## config.mk

```make
export PLATFORM = sky130hd
export DESIGN_NAME = irq_hub
export DESIGN_NICKNAME = d
export VERILOG_FILES = /design/src/rtl/irq_hub_pkg.sv /design/src/rtl/irq_slice.sv /design/src/rtl/irq_rd_mux.sv /design/src/rtl/irq_hub.sv
export SDC_FILE = /design/constraint.sdc
export NUM_CORES = 1
export LEC_CHECK = 0
export ABC_AREA = 1
export BUFFER_PORTS_ARGS = -buffer_cell sky130_fd_sc_hd__buf_4
export CAP_MARGIN = 20
export CORE_UTILIZATION = 55
export CTS_BUF_LIST = sky130_fd_sc_hd__clkbuf_8
export CTS_CLUSTER_DIAMETER = 200
export DETAILED_ROUTE_END_ITERATION = 6
export GPL_TIMING_DRIVEN = 0
export PLACE_DENSITY = 0.81
export SLEW_MARGIN = 10
export SYNTH_ARGS = -nofsm -noshare
export SYNTH_HDL_FRONTEND = slang
export SYNTH_SLANG_ARGS = --single-unit
```

## constraint.sdc

```tcl
create_clock -name clk -period 1.5 [get_ports clk]
set_clock_uncertainty 0.05 [all_clocks]
set_input_delay 0.075 -clock clk [delete_from_list [all_inputs] [get_ports clk]]
set_output_delay 0.075 -clock clk [all_outputs]
set_load 0.02 [all_outputs]
```

## src/rtl/irq_hub_pkg.sv

```systemverilog
package irq_hub_pkg;
    localparam int EVT_BITS  = 5;  // four sticky events plus the monitor level
    localparam int STICKY    = 4;

    typedef struct packed {
        logic [EVT_BITS-1:0] st;
        logic [EVT_BITS-1:0] en;
    } slice_regs_t;
endpackage

```

## src/rtl/irq_slice.sv

```systemverilog
module irq_slice
    import irq_hub_pkg::*;
#(
    parameter int DW = 8
) (
    input  logic                clk,
    input  logic                rst_n,
    input  logic                st_wr,
    input  logic                en_wr,
    input  logic [DW-1:0]       wdata,
    input  logic [STICKY-1:0]   evt_set,
    input  logic                perf_lvl,
    output logic [DW-1:0]       st_rd,
    output logic [DW-1:0]       en_rd,
    output logic                active
);
    localparam int PAD = DW - EVT_BITS;

    slice_regs_t regs_d, regs_q;

    always_comb begin
        logic [STICKY-1:0] clr_mask;
        regs_d   = regs_q;
        clr_mask = st_wr ? wdata[STICKY-1:0] : '0;
        // set pulses take priority over a clear in the same cycle
        regs_d.st[STICKY-1:0] = (regs_q.st[STICKY-1:0] & ~clr_mask) | evt_set;
        regs_d.st[EVT_BITS-1] = perf_lvl;
        if (en_wr) begin
            regs_d.en = wdata[EVT_BITS-1:0];
        end
    end

    always_ff @(posedge clk or negedge rst_n) begin
        if (!rst_n) begin
            regs_q <= '0;
        end else begin
            regs_q <= regs_d;
        end
    end

    assign st_rd  = {{PAD{1'b0}}, regs_q.st};
    assign en_rd  = {{PAD{1'b0}}, regs_q.en};
    assign active = |(regs_q.st & regs_q.en);

    // a pulse leaves its bit set after the edge
    a_r2_pulse_sets: assert property (@(posedge clk) disable iff (!rst_n)
        (st_rd[STICKY-1:0] & $past(evt_set)) == $past(evt_set));

    // an event bit only falls when a one was written to it
    a_r3_clear_needs_write: assert property (@(posedge clk) disable iff (!rst_n)
        ($past(st_rd[STICKY-1:0]) & ~st_rd[STICKY-1:0]
            & ~($past(st_wr) ? $past(wdata[STICKY-1:0]) : {STICKY{1'b0}})) == '0);

    // monitor bit tracks its level one cycle later
    a_r5_perf_follows: assert property (@(posedge clk) disable iff (!rst_n)
        st_rd[EVT_BITS-1] == $past(perf_lvl));
endmodule

```

## src/rtl/irq_rd_mux.sv

```systemverilog
module irq_rd_mux #(
    parameter int         N_MOD     = 4,
    parameter int         DW        = 8,
    parameter int         AW        = 8,
    parameter logic [7:0] ST_BASE   = 8'h24,
    parameter logic [7:0] EN_BASE   = 8'h28,
    parameter logic [7:0] PRIM_ADDR = 8'h2C
) (
    input  logic                clk,
    input  logic                rst_n,
    input  logic                rd,
    input  logic [AW-1:0]       addr,
    input  logic [N_MOD*DW-1:0] st_flat,
    input  logic [N_MOD*DW-1:0] en_flat,
    input  logic [DW-1:0]       prim,
    output logic [DW-1:0]       rdata
);
    logic [DW-1:0] rdata_d, rdata_q;

    always_comb begin
        rdata_d = '0;
        if (rd) begin
            if (addr == AW'(PRIM_ADDR)) begin
                rdata_d = prim;
            end
            for (int m = 0; m < N_MOD; m++) begin
                if (addr == AW'(ST_BASE) + AW'(m)) rdata_d = st_flat[m*DW +: DW];
                if (addr == AW'(EN_BASE) + AW'(m)) rdata_d = en_flat[m*DW +: DW];
            end
        end
    end

    always_ff @(posedge clk or negedge rst_n) begin
        if (!rst_n) begin
            rdata_q <= '0;
        end else begin
            rdata_q <= rdata_d;
        end
    end

    assign rdata = rdata_q;

    // no read last cycle means zero read data
    a_r10_idle_zero: assert property (@(posedge clk) disable iff (!rst_n)
        !$past(rd) |-> rdata == '0);
endmodule

```

## src/rtl/irq_hub.sv

```systemverilog
module irq_hub
    import irq_hub_pkg::*;
#(
    parameter int         N_MOD     = 4,
    parameter int         DW        = 8,
    parameter int         AW        = 8,
    parameter logic [7:0] ST_BASE   = 8'h24,
    parameter logic [7:0] EN_BASE   = 8'h28,
    parameter logic [7:0] PRIM_ADDR = 8'h2C
) (
    input  logic             clk,
    input  logic             rst_n,
    input  logic [AW-1:0]    bus_addr,
    input  logic             bus_wr,
    input  logic             bus_rd,
    input  logic [DW-1:0]    bus_wdata,
    output logic [DW-1:0]    bus_rdata,
    input  logic [N_MOD-1:0] cap_fwd_evt,
    input  logic [N_MOD-1:0] cap_rev_evt,
    input  logic [N_MOD-1:0] ins_fwd_evt,
    input  logic [N_MOD-1:0] ins_rev_evt,
    input  logic [N_MOD-1:0] perf_lvl,
    output logic             irq_out
);
    localparam int PRIM_PAD = DW - N_MOD;

    logic [N_MOD*DW-1:0] st_flat, en_flat;
    logic [N_MOD-1:0]    mod_active;
    logic [DW-1:0]       prim;

    for (genvar g = 0; g < N_MOD; g++) begin : g_mod
        logic st_hit, en_hit;
        assign st_hit = bus_wr && (bus_addr == AW'(ST_BASE) + AW'(g));
        assign en_hit = bus_wr && (bus_addr == AW'(EN_BASE) + AW'(g));

        irq_slice #(.DW(DW)) u_slice (
            .clk      (clk),
            .rst_n    (rst_n),
            .st_wr    (st_hit),
            .en_wr    (en_hit),
            .wdata    (bus_wdata),
            .evt_set  ({ins_rev_evt[g], ins_fwd_evt[g], cap_rev_evt[g], cap_fwd_evt[g]}),
            .perf_lvl (perf_lvl[g]),
            .st_rd    (st_flat[g*DW +: DW]),
            .en_rd    (en_flat[g*DW +: DW]),
            .active   (mod_active[g])
        );
    end

    assign prim    = {{PRIM_PAD{1'b0}}, mod_active};
    assign irq_out = |mod_active;

    irq_rd_mux #(
        .N_MOD(N_MOD), .DW(DW), .AW(AW),
        .ST_BASE(ST_BASE), .EN_BASE(EN_BASE), .PRIM_ADDR(PRIM_ADDR)
    ) u_rd (
        .clk     (clk),
        .rst_n   (rst_n),
        .rd      (bus_rd),
        .addr    (bus_addr),
        .st_flat (st_flat),
        .en_flat (en_flat),
        .prim    (prim),
        .rdata   (bus_rdata)
    );

    // an interrupt requires some set status bit somewhere
    a_r9_irq_has_source: assert property (@(posedge clk) disable iff (!rst_n)
        irq_out |-> (|st_flat));

    // a module with nothing enabled contributes no interrupt
    a_r8_no_enable_no_irq: assert property (@(posedge clk) disable iff (!rst_n)
        (en_flat == '0) |-> !irq_out);

    // unmapped reads return zero
    a_r10_unmapped_zero: assert property (@(posedge clk) disable iff (!rst_n)
        ($past(bus_rd) && ($past(bus_addr) < AW'(ST_BASE) || $past(bus_addr) > AW'(PRIM_ADDR)))
            |-> bus_rdata == '0);
endmodule

```

==> results of run 1 <==
[per-stage QoR]
step | setup slack, ns | hold WS, ns | instances | setup TNS [ns] | power, mW
final | -0.316 | 0.0654 | 439 | -0.316 | 2.54
after global routing | -0.398 | 0.0844 | 439 | -0.546 | 2.64
after detailed placement | -0.00390 | 0.0509 | 401 | -0.00390 | 1.60
after floorplan | 0.147 | -0.271 | 310 | 0 | 1.44
after global placement | -0.00585 | 0.0514 | 401 | -0.00585 | 1.59
after CTS | -0.324 | 0.0737 | 435 | -0.324 | 2.52
[sequential cells by signal, summed over array words and instances (netlist names)]
register,count
g_mod.u_slice.en_rd,20
g_mod.u_slice.st_rd,20
u_rd.rdata,5
[final timing paths]
kind | startpoint | end | slack [ns] | depth (start not counted)
min | bus_wdata[4] | g_mod[1].u_slice.en_rd[4] | 0.07 | 3
max in group asynchronous | rst_n | g_mod[3].u_slice.en_rd[2] | 0.77 | 2
max reg2reg | g_mod[3].u_slice.en_rd[0] | u_rd.rdata[3] | 0.09 | 10
max | g_mod[1].u_slice.st_rd[1] | irq_out | -0.32 | 6
min in group asynchronous | rst_n | g_mod[1].u_slice.st_rd[3] | 0.25 | 2
min reg2reg | g_mod[3].u_slice.en_rd[2] | g_mod[3].u_slice.en_rd[2] | 0.47 | 2
[cell type report]
cell class                      count  area share, %
Buffer                              6           1.16
Clock buffer                        5           2.21
Clock inverter                      2           1.12
Inverter                           43           5.18
Multi-Input combinational cell    216           32.9
Sequential cell                    45           36.1
Tap cell                           50           2.01
Timing Repair Buffer               72           19.2
[cells in the mapped netlist, drive strengths merged]
cell type	n
nand4	19
or4	1
dfrtp	45
nand2	106
clkbuf	1
o21ai	37
o21bai	4
nor3	2
inv	42
buf	5
nand3	8
clkinv	1
nor2	36
conb	1
[critical path: cells and delay by family, from the launching register on]
family,cells,cell delay [ns]
simple gates,5,0.85
buf+inv,1,0.15
flops,1,0.39
[cells by family after synthesis]
logic type	after synthesis
simple gates	172
other cells	1
compound gates	41
buf+inv	49
flops	45
[per-layer routing]
metal	global-route usage [%]	vias to the layer above	routed length, um
met2	49.9	118	2840
li1	-	1129	-
met1	38.4	1034	2590
met3	6.68	25	431
met4	13.6	0	220
met5	0	-	0
[power breakdown]
group | leakage, nW | internal (mW) | switching [mW] | total, mW
Combinational | 1.05 | 0.190 | 0.203 | 0.393
Sequential | 0.532 | 1.24 | 0.0237 | 1.27
Clock | 0.0540 | 0.484 | 0.396 | 0.880
Total | 1.63 | 1.92 | 0.623 | 2.54
[what timing repair did]
action,CTS,global route
hold endpoints to repair,66,0
hold buffers,22,0
endpoints found under the setup margin,1,5
gates resized for setup,0,5
gates cloned,0,0
buffers inserted,5,4
pin swaps,0,4
==> flow_summary.toml, run 1 <==
[outcome]
status = "complete, but fails checks"
violations = "negative setup slack"

[drt]
postRouteAntennaNets = 0
routed_wl_um = 6080
drc = 0
initialDrtViolationCount = 231
vias_per_cell = 5.25
wl_per_cell_um = 13.9
first_pass_iters = 5
dr_total_vias = 2306

[synthesis]
synth-simple-area-share_pct = 33.7
synth_fa_ha_area_share_pct = 0
synthCells = 308
syn_area_um2 = 2330
synth_seq_cells = 45
yosysTopAreaCellShare_pct = 48.4
synth_xor_area_share_pct = 0
synth.avg_cell_area_um2 = 7.56
yosysSeqAreaShare_pct = 48.4
synth_top_family_by_area = "simple AND/OR/NAND/NOR gates"
synthTopCellsByArea = "dfrtp_1 48%, nand2_1 16%, o21ai_0 6.7%"
synth_compound_area_share_pct = 9.24
yosys_warnings = 0
muxShareOfSynthArea_pct = 0
synth_top_area_cell = "dfrtp_1"
synth_cell_types = 22

[hold_path]
hp-class = "in2reg"

[final_layout]
finish.instance_area_um2 = 3120
area_growth_pct = 33.8
final_cell_mix = "102 x nand2_1, 52 x buf_4, 45 x dfrtp_1"
final_layout_size_suffix_gt1_share_pct = 21.3
nets = 429
regArea_um2 = 1130
multi_input_area_um2 = 1030
utilization_pct = 77.3
n_antenna_cell = 0
mostFrequentLayoutCell = "nand2_1"
num-fill-cells = 304

[worst_setup_path]
critPathRequiredTime_ns = 1.37
cp-start-kind = "register"
max_stage_delay_ns = 0.52
crit_path_end_kind = "output port"
arrival_ns = 1.69
cp_cell_sequence = "nand2_1, nand2_1, nor2_1, nand2_1, or4_4, buf_6"
crit_type = "reg2out"
cpMostUsedCell = "nand2_1"
slowest_stage = "or4_4"
path_max_fanout = 2

[sta]
tightest_slew_ns = 0.559
min_period_over_period_pct = 121
rsz0062_at_grt = "true"
setup_viol = 1
slew_headroom_pct = 62.8
worst_slack_ns = -0.316
report.final.hold_viol_count = 0
report.final.slew_viol_count = 0
max_clock_freq_mhz = 551
period_needed_ns = 1.82

[floorplan]
ios = 49
die_width_um = 67.1
fp.dieH_um = 67.1
dieArea_um2 = 4500
rows = 23
core_area_um2 = 4030
initial_core_util_pct = 57.8

[clock_tree]
clk_latency_ns = 0.30
cts_made_buffers = 5
clkTransAtPathRegs_ns = 0.08
clock_sinks = 45
cts_tree = "done"
clockRootBuffer = "clkbuf_8"
cts_buffer_depth = 2
htree_levels = 2

[grt]
grt_pass1_vias = 2158
grt_pass1_wl_um = 9840
groute.usage.overall_pct = 30.6
grt_max_degree = 46
overflow = 0
antenna_found_initial = 0

[place]
gp_congestion = 0.905
port_buffers = 41
dp_hpwl_um = 4040
placed_area_um2 = 2710

[power_and_ir_drop]
p_per_area_nw_per_um2 = 816
leakage_nw = 1.63
ir_drop_mv = 0.499

[flow_run]
maxCapViolations = 0
Note: power is estimated with default switching activity, not from simulation.
==> inputs of run 2 (changes only) <==
BUFFER_PORTS_ARGS = not set   (was -buffer_cell sky130_fd_sc_hd__buf_4)
CAP_MARGIN = not set   (was 20)
DONT_BUFFER_PORTS = 1   (was not set)
PLACE_DENSITY = 0.71   (was 0.81)
clock period = 2.03 ns   (was 1.5 ns; I/O delays follow)
==> run 2 against run 1 <==
Against the previous run:
- the flow now finishes without violations
- total power is 33% lower
- wire length is 9.5% lower
- flip-flop and latch count stayed put
- non-clock buffer count is 49 lower
- combinational power is 49% lower
==> flow_summary.toml, run 2 (synthesis gave the netlist of run 1 again) <==
[worst_setup_path]
crit_start = "g_mod[3].u_slice.st_rd[4]"
critPathRequiredTime_ns = 1.88
rrSetupSlack_ns = 0.59
crit_type = "reg2out"
reg2reg_from = "g_mod[0].u_slice.en_rd[2]"
r2r_cells = 10
cp-start-kind = "register"
cp_cell_sequence = "nand2_1, inv_1, nor2_1, nand2_1, or4_1"
slowest_stage = "or4_1"
arrival_ns = 1.65
endpoint = "irq_out"
cpMostUsedCell = "nand2_1"
path_max_fanout = 2
r2r-end = "u_rd.rdata[0]"
crit_path_end_kind = "output port"
max_stage_delay_ns = 0.66

[clock_tree]
cts_setup_buffers = 0
cts_tree = "done"
ctsResizeCount = 0
clockRootBuffer = "clkbuf_8"
clock_sinks = 45
cts-hold-fix-buffers = 23
clk_latency_ns = 0.30
htree_levels = 2
cts_buffer_depth = 2
cts_made_buffers = 5
clkTransAtPathRegs_ns = 0.09

[drt]
initialDrtViolationCount = 101
wl_per_cell_um = 14.1
vias_per_cell = 5.17
postRouteAntennaNets = 0
routed_wl_um = 5510
first_pass_iters = 4
dr_total_vias = 2017
drc = 0

[power_and_ir_drop]
p_sw_mw = 0.440
ir_drop_mv = 0.490
pwr-share-comb_pct = 11.8
p_total_mw = 1.71
leakage_nw = 1.38
p_sw_share_pct = 25.8
power.share.clock_pct = 33.1
p_per_area_nw_per_um2 = 623
power_frac_seq_pct = 55.1
power.internal_mw = 1.27

[sta]
period_needed_ns = 1.80
tns_ns = 0
slew_headroom_pct = 62.3
max_clock_freq_mhz = 554
holdWs_ns = 0.0339
report.final.hold_viol_count = 0
tightest_slew_ns = 0.566
min_period_over_period_pct = 88.9
setup_viol = 0
report.final.slew_viol_count = 0
rsz0062_at_grt = "false"

[floorplan]
initial_core_util_pct = 57.8
die_width_um = 67.1
ios = 49
dieArea_um2 = 4500
rows = 23
fp.dieH_um = 67.1
core_area_um2 = 4030

[grt]
groute.usage.overall_pct = 28.4
overflow = 0
grt_pass1_wl_um = 9070
grt_max_degree = 46
grt_pass1_vias = 1928
antenna_found_initial = 0

[final_layout]
multi_input_area_um2 = 1010
num-fill-cells = 369
final_cell_mix = "102 x nand2_1, 45 x dfrtp_1, 38 x inv_1"
final_layout_size_suffix_gt1_share_pct = 8.82
mostFrequentLayoutCell = "nand2_1"
n_antenna_cell = 0
regArea_um2 = 1130
nets = 380
area_growth_pct = 17.5

[place]
gp_congestion = 0.878
dp_hpwl_um = 3860
port_buffers = 0

[flow_run]
maxCapViolations = 0

[hold_path]
hp-class = "in2reg"

[outcome]
status = "finished, final reports clean"
[run 2: area by class of cell]
class,instances,share of cell area [%]
Timing Repair Buffer,23,9.05
Multi-Input combinational cell,216,37.0
Buffer,6,1.33
Tap cell,50,2.29
Sequential cell,45,41.2
Inverter,43,5.90
Clock buffer,6,3.02
Clock inverter,1,0.274
[run 2: power groups by stage]
stage | Combinational, mW | Clock, mW | Sequential, mW
floorplan | 0.114 | 0 | 0.952
global placement | 0.139 | 0 | 0.957
detailed placement | 0.142 | 0 | 0.958
CTS | 0.201 | 0.584 | 0.940
global route | 0.224 | 0.615 | 0.944
finish | 0.200 | 0.565 | 0.940
[run 2: metrics by stage]
step	cell area, um2	std cells	util (%)	worst slack (ns)
final	2740	390	67.9	0.225
after global routing	2740	390	67.9	0.131
after CTS	2740	390	67.9	0.197
after detailed placement	2400	360	59.5	0.531
after global placement	2400	360	59.5	0.541
after floorplan	2340	310	-	0.650
[run 2: worst min-delay path by stage]
stage	depth (start not counted)	start	end
final	2	bus_wdata[4]	g_mod[0].u_slice.en_rd[4]
after global routing	2	bus_wdata[4]	g_mod[2].u_slice.en_rd[4]
after CTS	2	bus_wdata[4]	g_mod[0].u_slice.en_rd[4]
after detailed placement	0	rst_n	g_mod[1].u_slice.st_rd[0]
after global placement	0	rst_n	g_mod[1].u_slice.st_rd[0]
after floorplan	0	rst_n	g_mod[0].u_slice.en_rd[0]
[run 2: worst max-delay path: cells and delay by family (launching register included)]
family / cells / cell delay [ns]
AND/OR/NAND/NOR: 4 / 0.92
flip-flops: 1 / 0.40
buffers and inverters: 1 / 0.04
[run 2: routing by layer]
| layer | wire, um | vias to the layer above | track usage [%] |
|---|---|---|---|
| li1 | - | 1033 | - |
| met1 | 2620 | 916 | 39.1 |
| met2 | 2530 | 57 | 43.5 |
| met3 | 238 | 11 | 5.65 |
| met4 | 121 | 0 | 11.2 |
| met5 | 0 | - | 0 |
